--- src/rtl/cla_adder32.sv ---
module cla_adder32 (
  input  logic [31:0] a,
  input  logic [31:0] b,
  input  logic        cin,
  output logic [31:0] sum,
  output logic        cout,
  output logic        c_msb
);
  localparam int GW = 4;
  localparam int NG = 32 / GW;
  localparam int NS = NG / GW;

  function automatic logic [4:1] carries4(input logic [3:0] g, input logic [3:0] p, input logic c0);
    logic [4:1] c;
    c[1] = g[0] | (p[0] & c0);
    c[2] = g[1] | (p[1] & g[0]) | (p[1] & p[0] & c0);
    c[3] = g[2] | (p[2] & g[1]) | (p[2] & p[1] & g[0]) | (p[2] & p[1] & p[0] & c0);
    c[4] = g[3] | (p[3] & g[2]) | (p[3] & p[2] & g[1]) | (p[3] & p[2] & p[1] & g[0])
         | (p[3] & p[2] & p[1] & p[0] & c0);
    return c;
  endfunction

  function automatic logic group_gen(input logic [3:0] g, input logic [3:0] p);
    return g[3] | (g[2] & p[3]) | (g[1] & p[2] & p[3]) | (g[0] & p[1] & p[2] & p[3]);
  endfunction

  logic [31:0]   bg, bp, bc;
  logic [NG-1:0] grp_g, grp_p, grp_cin;
  logic [NS-1:0] sup_g, sup_p, sup_cin;

  assign bg = a & b;
  assign bp = a | b;

  genvar gi, si, bi;
  generate
    for (gi = 0; gi < NG; gi++) begin : g_grp
      assign grp_g[gi] = group_gen(bg[GW*gi +: GW], bp[GW*gi +: GW]);
      assign grp_p[gi] = &bp[GW*gi +: GW];
    end
    for (si = 0; si < NS; si++) begin : g_sup
      assign sup_g[si] = group_gen(grp_g[GW*si +: GW], grp_p[GW*si +: GW]);
      assign sup_p[si] = &grp_p[GW*si +: GW];
    end
  endgenerate

  assign sup_cin[0] = cin;
  assign sup_cin[1] = sup_g[0] | (sup_p[0] & cin);

  generate
    for (si = 0; si < NS; si++) begin : g_l2
      logic [4:1] sc;
      assign sc = carries4(grp_g[GW*si +: GW], grp_p[GW*si +: GW], sup_cin[si]);
      assign grp_cin[GW*si]   = sup_cin[si];
      assign grp_cin[GW*si+1] = sc[1];
      assign grp_cin[GW*si+2] = sc[2];
      assign grp_cin[GW*si+3] = sc[3];
    end
    for (gi = 0; gi < NG; gi++) begin : g_l1
      logic [4:1] gc;
      assign gc = carries4(bg[GW*gi +: GW], bp[GW*gi +: GW], grp_cin[gi]);
      assign bc[GW*gi] = grp_cin[gi];
      for (bi = 1; bi < GW; bi++) begin : g_bit
        assign bc[GW*gi+bi] = gc[bi];
      end
      if (gi == NG - 1) begin : g_top
        assign cout = gc[4];
      end
    end
  endgenerate

  assign sum   = a ^ b ^ bc;
  assign c_msb = bc[31];
endmodule


--- config.mk ---
export PLATFORM = sky130hd
export DESIGN_NAME = cla_adder32
export DESIGN_NICKNAME = d
export VERILOG_FILES = /design/src/rtl/cla_adder32.sv
export SDC_FILE = /design/constraint.sdc
export NUM_CORES = 1
export LEC_CHECK = 0
export ABC_CLOCK_PERIOD_IN_PS = 3300
export BUFFER_PORTS_ARGS = -buffer_cell sky130_fd_sc_hd__buf_2
export CAP_MARGIN = 20
export CORE_ASPECT_RATIO = 2
export CORE_UTILIZATION = 50
export DETAILED_ROUTE_END_ITERATION = 10
export GPL_ROUTABILITY_DRIVEN = 0
export PLACE_DENSITY_LB_ADDON = 0.3
export SYNTH_ARGS = -nofsm -noshare
export SYNTH_HDL_FRONTEND = slang
export SYNTH_SLANG_ARGS = --single-unit
--- constraint.sdc ---
create_clock -name vclk -period 3.3
set_input_delay 0 -clock vclk [all_inputs]
set_output_delay 0 -clock vclk [all_outputs]
set_load 0.005 [all_outputs]
==> metrics.md <==
| Metric | Value |
|---|---|
| Worst-path cell chain | `buf_2 -> inv_1 -> ha_1 -> or4_4 -> nor3_2 -> a22oi_2 -> a211o_1 -> and2_1 -> o21a_1 -> o21bai_1 -> fa_1 -> buf_2` |
| Largest family of logic cells by synthesized area | `adder cells` |
| Critical path type | `in -> out` |
| Register share of total power | `0` |
| Clk pwr share | `0` |
| Cell Rows | `33` |
| Maximum clock rate | `around 370 MHz` |
| Share of layout cells above drive strength 1 | `0.305` |
| WP data arrival | `2.68 ns` |
| Postcts setup bufs | `0` |
| Commonest non-fill, non-tap cell in the layout | `buf_2` |
| Critical path buffer and inverter count | `3` |
| Req. time, crit path | `3.30 ns` |
| Initial antenna violation count | `0` |
| Detailed placement HPWL | `around 4000 µm` |
| Post-synthesis cell count | `roughly 270` |
| Critical path launch point type | `input pin` |
| Largest net degree at the start of global routing | `6` |
| Mapped Nets | `411` |
| Maximum vdd drop | `101 µV` |
| Pins Over Slew Limit | `0` |
| RSZ-0062 raised after global routing | `no` |
| Hold crit path type | `in -> out` |
| Status | `finished clean` |
| Die area | `4480 µm²` |
| Initial Util | `0.519` |
| Initial DRC count | `13` |
| Most frequent cells in the layout | `buf_2, inv_1, ha_1, a21oi_1, nor2_1` |
| Crit-path max FO | `4` |
| Combinational fraction of design power | `1.000` |
| Yosys top cell area share | `0.399` |
| Sw power | `0.207 mW` |
| Slowest cell on the critical path | `or4_4` |
| I/O pin cnt | `99` |
| Post-route antenna net violation count | `0` |
| FFs & Latches | `0` |
| # clk buffers | `0` |
| Register area share after synthesis | `0` |
| Cts hold-fix bufs | `0` |
| Core region area | `4050 µm²` |
| Pwr Density | `156 nW/µm²` |
| Post-synthesis xor/xnor area fraction | `0.0918` |
| Simple-gate share of the synthesized area | `0.0942` |
| Post-synthesis mux area share | `0` |
| Syn avg cell area | `7.75 µm²` |
| Largest stage delay, worst path | `0.56 ns` |
| Total track usage | `0.194` |
| Rel. slew slack | `0.721` |
| Cell mode on critical path | `buf_2` |
| Routed wire per std cell | `10.0 µm` |
| Lkg Pwr | `around 1.6 nW` |
| Die width | `approximately 48 µm` |
| Top cells by area, synth | `ha_1, inv_1, fa_1` |
| 1st-pass router iterations | `4` |
| Via count | `a little over 2000` |
| Post-synth cell types | `between 40 and 50` |
| P_int | `between 0.2 and 0.25 mW` |
| Max_cap viols | `0` |
| Diodes inserted | `0` |
| Vias/cell | `about 4.8` |
| Port bufs | `99` |
| Detailed Route WL | `4240 µm` |
| Top delay family on crit path | `simple AND/OR/NAND/NOR gates` |
| Synth area leader | `ha_1` |
| Kind of end point of the critical path | `output port` |
| Post-CTS Resized | `0` |
| Synth warn | `0` |
| First-pass GRT wire length | `a little under 7000 µm` |
| Compound-Gate Fraction of Synth Area | `0.185` |
| Vias in the first global route | `1942` |
| Final-report hold violation count | `0` |
| Placed Cells | `422` |
| DRC Markers | `0` |
| Endpoints failing setup | `0` |
| Register area | `0 µm²` |
| Grt ovf | `0` |
| Post-Synth Adder-Cell Area | `0.476` |
| Area Growth Syn to Fin | `26.7%` |
| Worst slew pin tran | `0.416 ns` |
| Chip height | `about 94 µm` |
| Tcrit/Tclk final | `0.811` |
| Mapped cell area | `2100 µm²` |
| Clock period minus worst slack | `2.68 ns` |
| Switching Share | `0.498` |
| Setup TNS | `0 ns` |
| Final nets | `512` |
| Fin cells | `422` |
## layout make-up
type | instances | area, µm²
tap | 52 | 65.1
inverter | 86 | 323
fill | 416 | 1390
timing repair buffer | 99 | 495
multi-input combinational | 185 | 1780
## per-layer routing
metal	up-vias	global-route usage	wire length [µm]
met5	-	0	0
met3	0	0.00965	165
li1	1060	-	-
met4	0	0	0
met2	55	0.441	2620
met1	907	0.160	1460
## Yosys cell counts (2+ instances only)
cell type  number
a211oi_1        4
a21oi_1        16
a31oi_1         3
fa_1            8
ha_1           67
inv_1          85
nand2_1         3
nand2b_1        2
nand4_1         2
nor2_1         15
nor2b_1         2
nor3_1          3
o21bai_1        6
o31ai_1         2
o31ai_2         2
xnor2_1        10
xor2_1         12
## logic make-up after synthesis
kind of cell             count (synthesis)
buffers and inverters                   86
adder cells (fa/ha/maj)                 75
AO/OA/AOI/OAI                           51
AND/OR/NAND/NOR                         37
XOR/XNOR                                22
## through the flow
step                      setup WS, ns  power, mW  hold WS (ns)  instance area [µm²]  utilization
after floorplan                  0.990      0.246         0.152                 2100            -
after global placement           0.658      0.407         0.366                 2660        0.657
after CTS                        0.607      0.421         0.369                 2660        0.657
after detailed placement         0.613      0.419         0.369                 2660        0.657
after global routing             0.490      0.476         0.393                 2660        0.657
final                            0.623      0.415         0.366                 2660        0.657
## final timing paths
check | start | endpoint | depth (start not counted)
worst max-delay path | a[11] | sum[28] | 12
worst min-delay path | b[24] | sum[24] | 3
## power by group through the flow
stage	registers [mW]	logic (mW)	clock network, mW
final	0	0.415	0
after global placement	0	0.407	0
after floorplan	0	0.246	0
after global routing	0	0.476	0
after detailed placement	0	0.419	0
after CTS	0	0.421	0
Note: power is estimated with default switching activity, not from simulation.
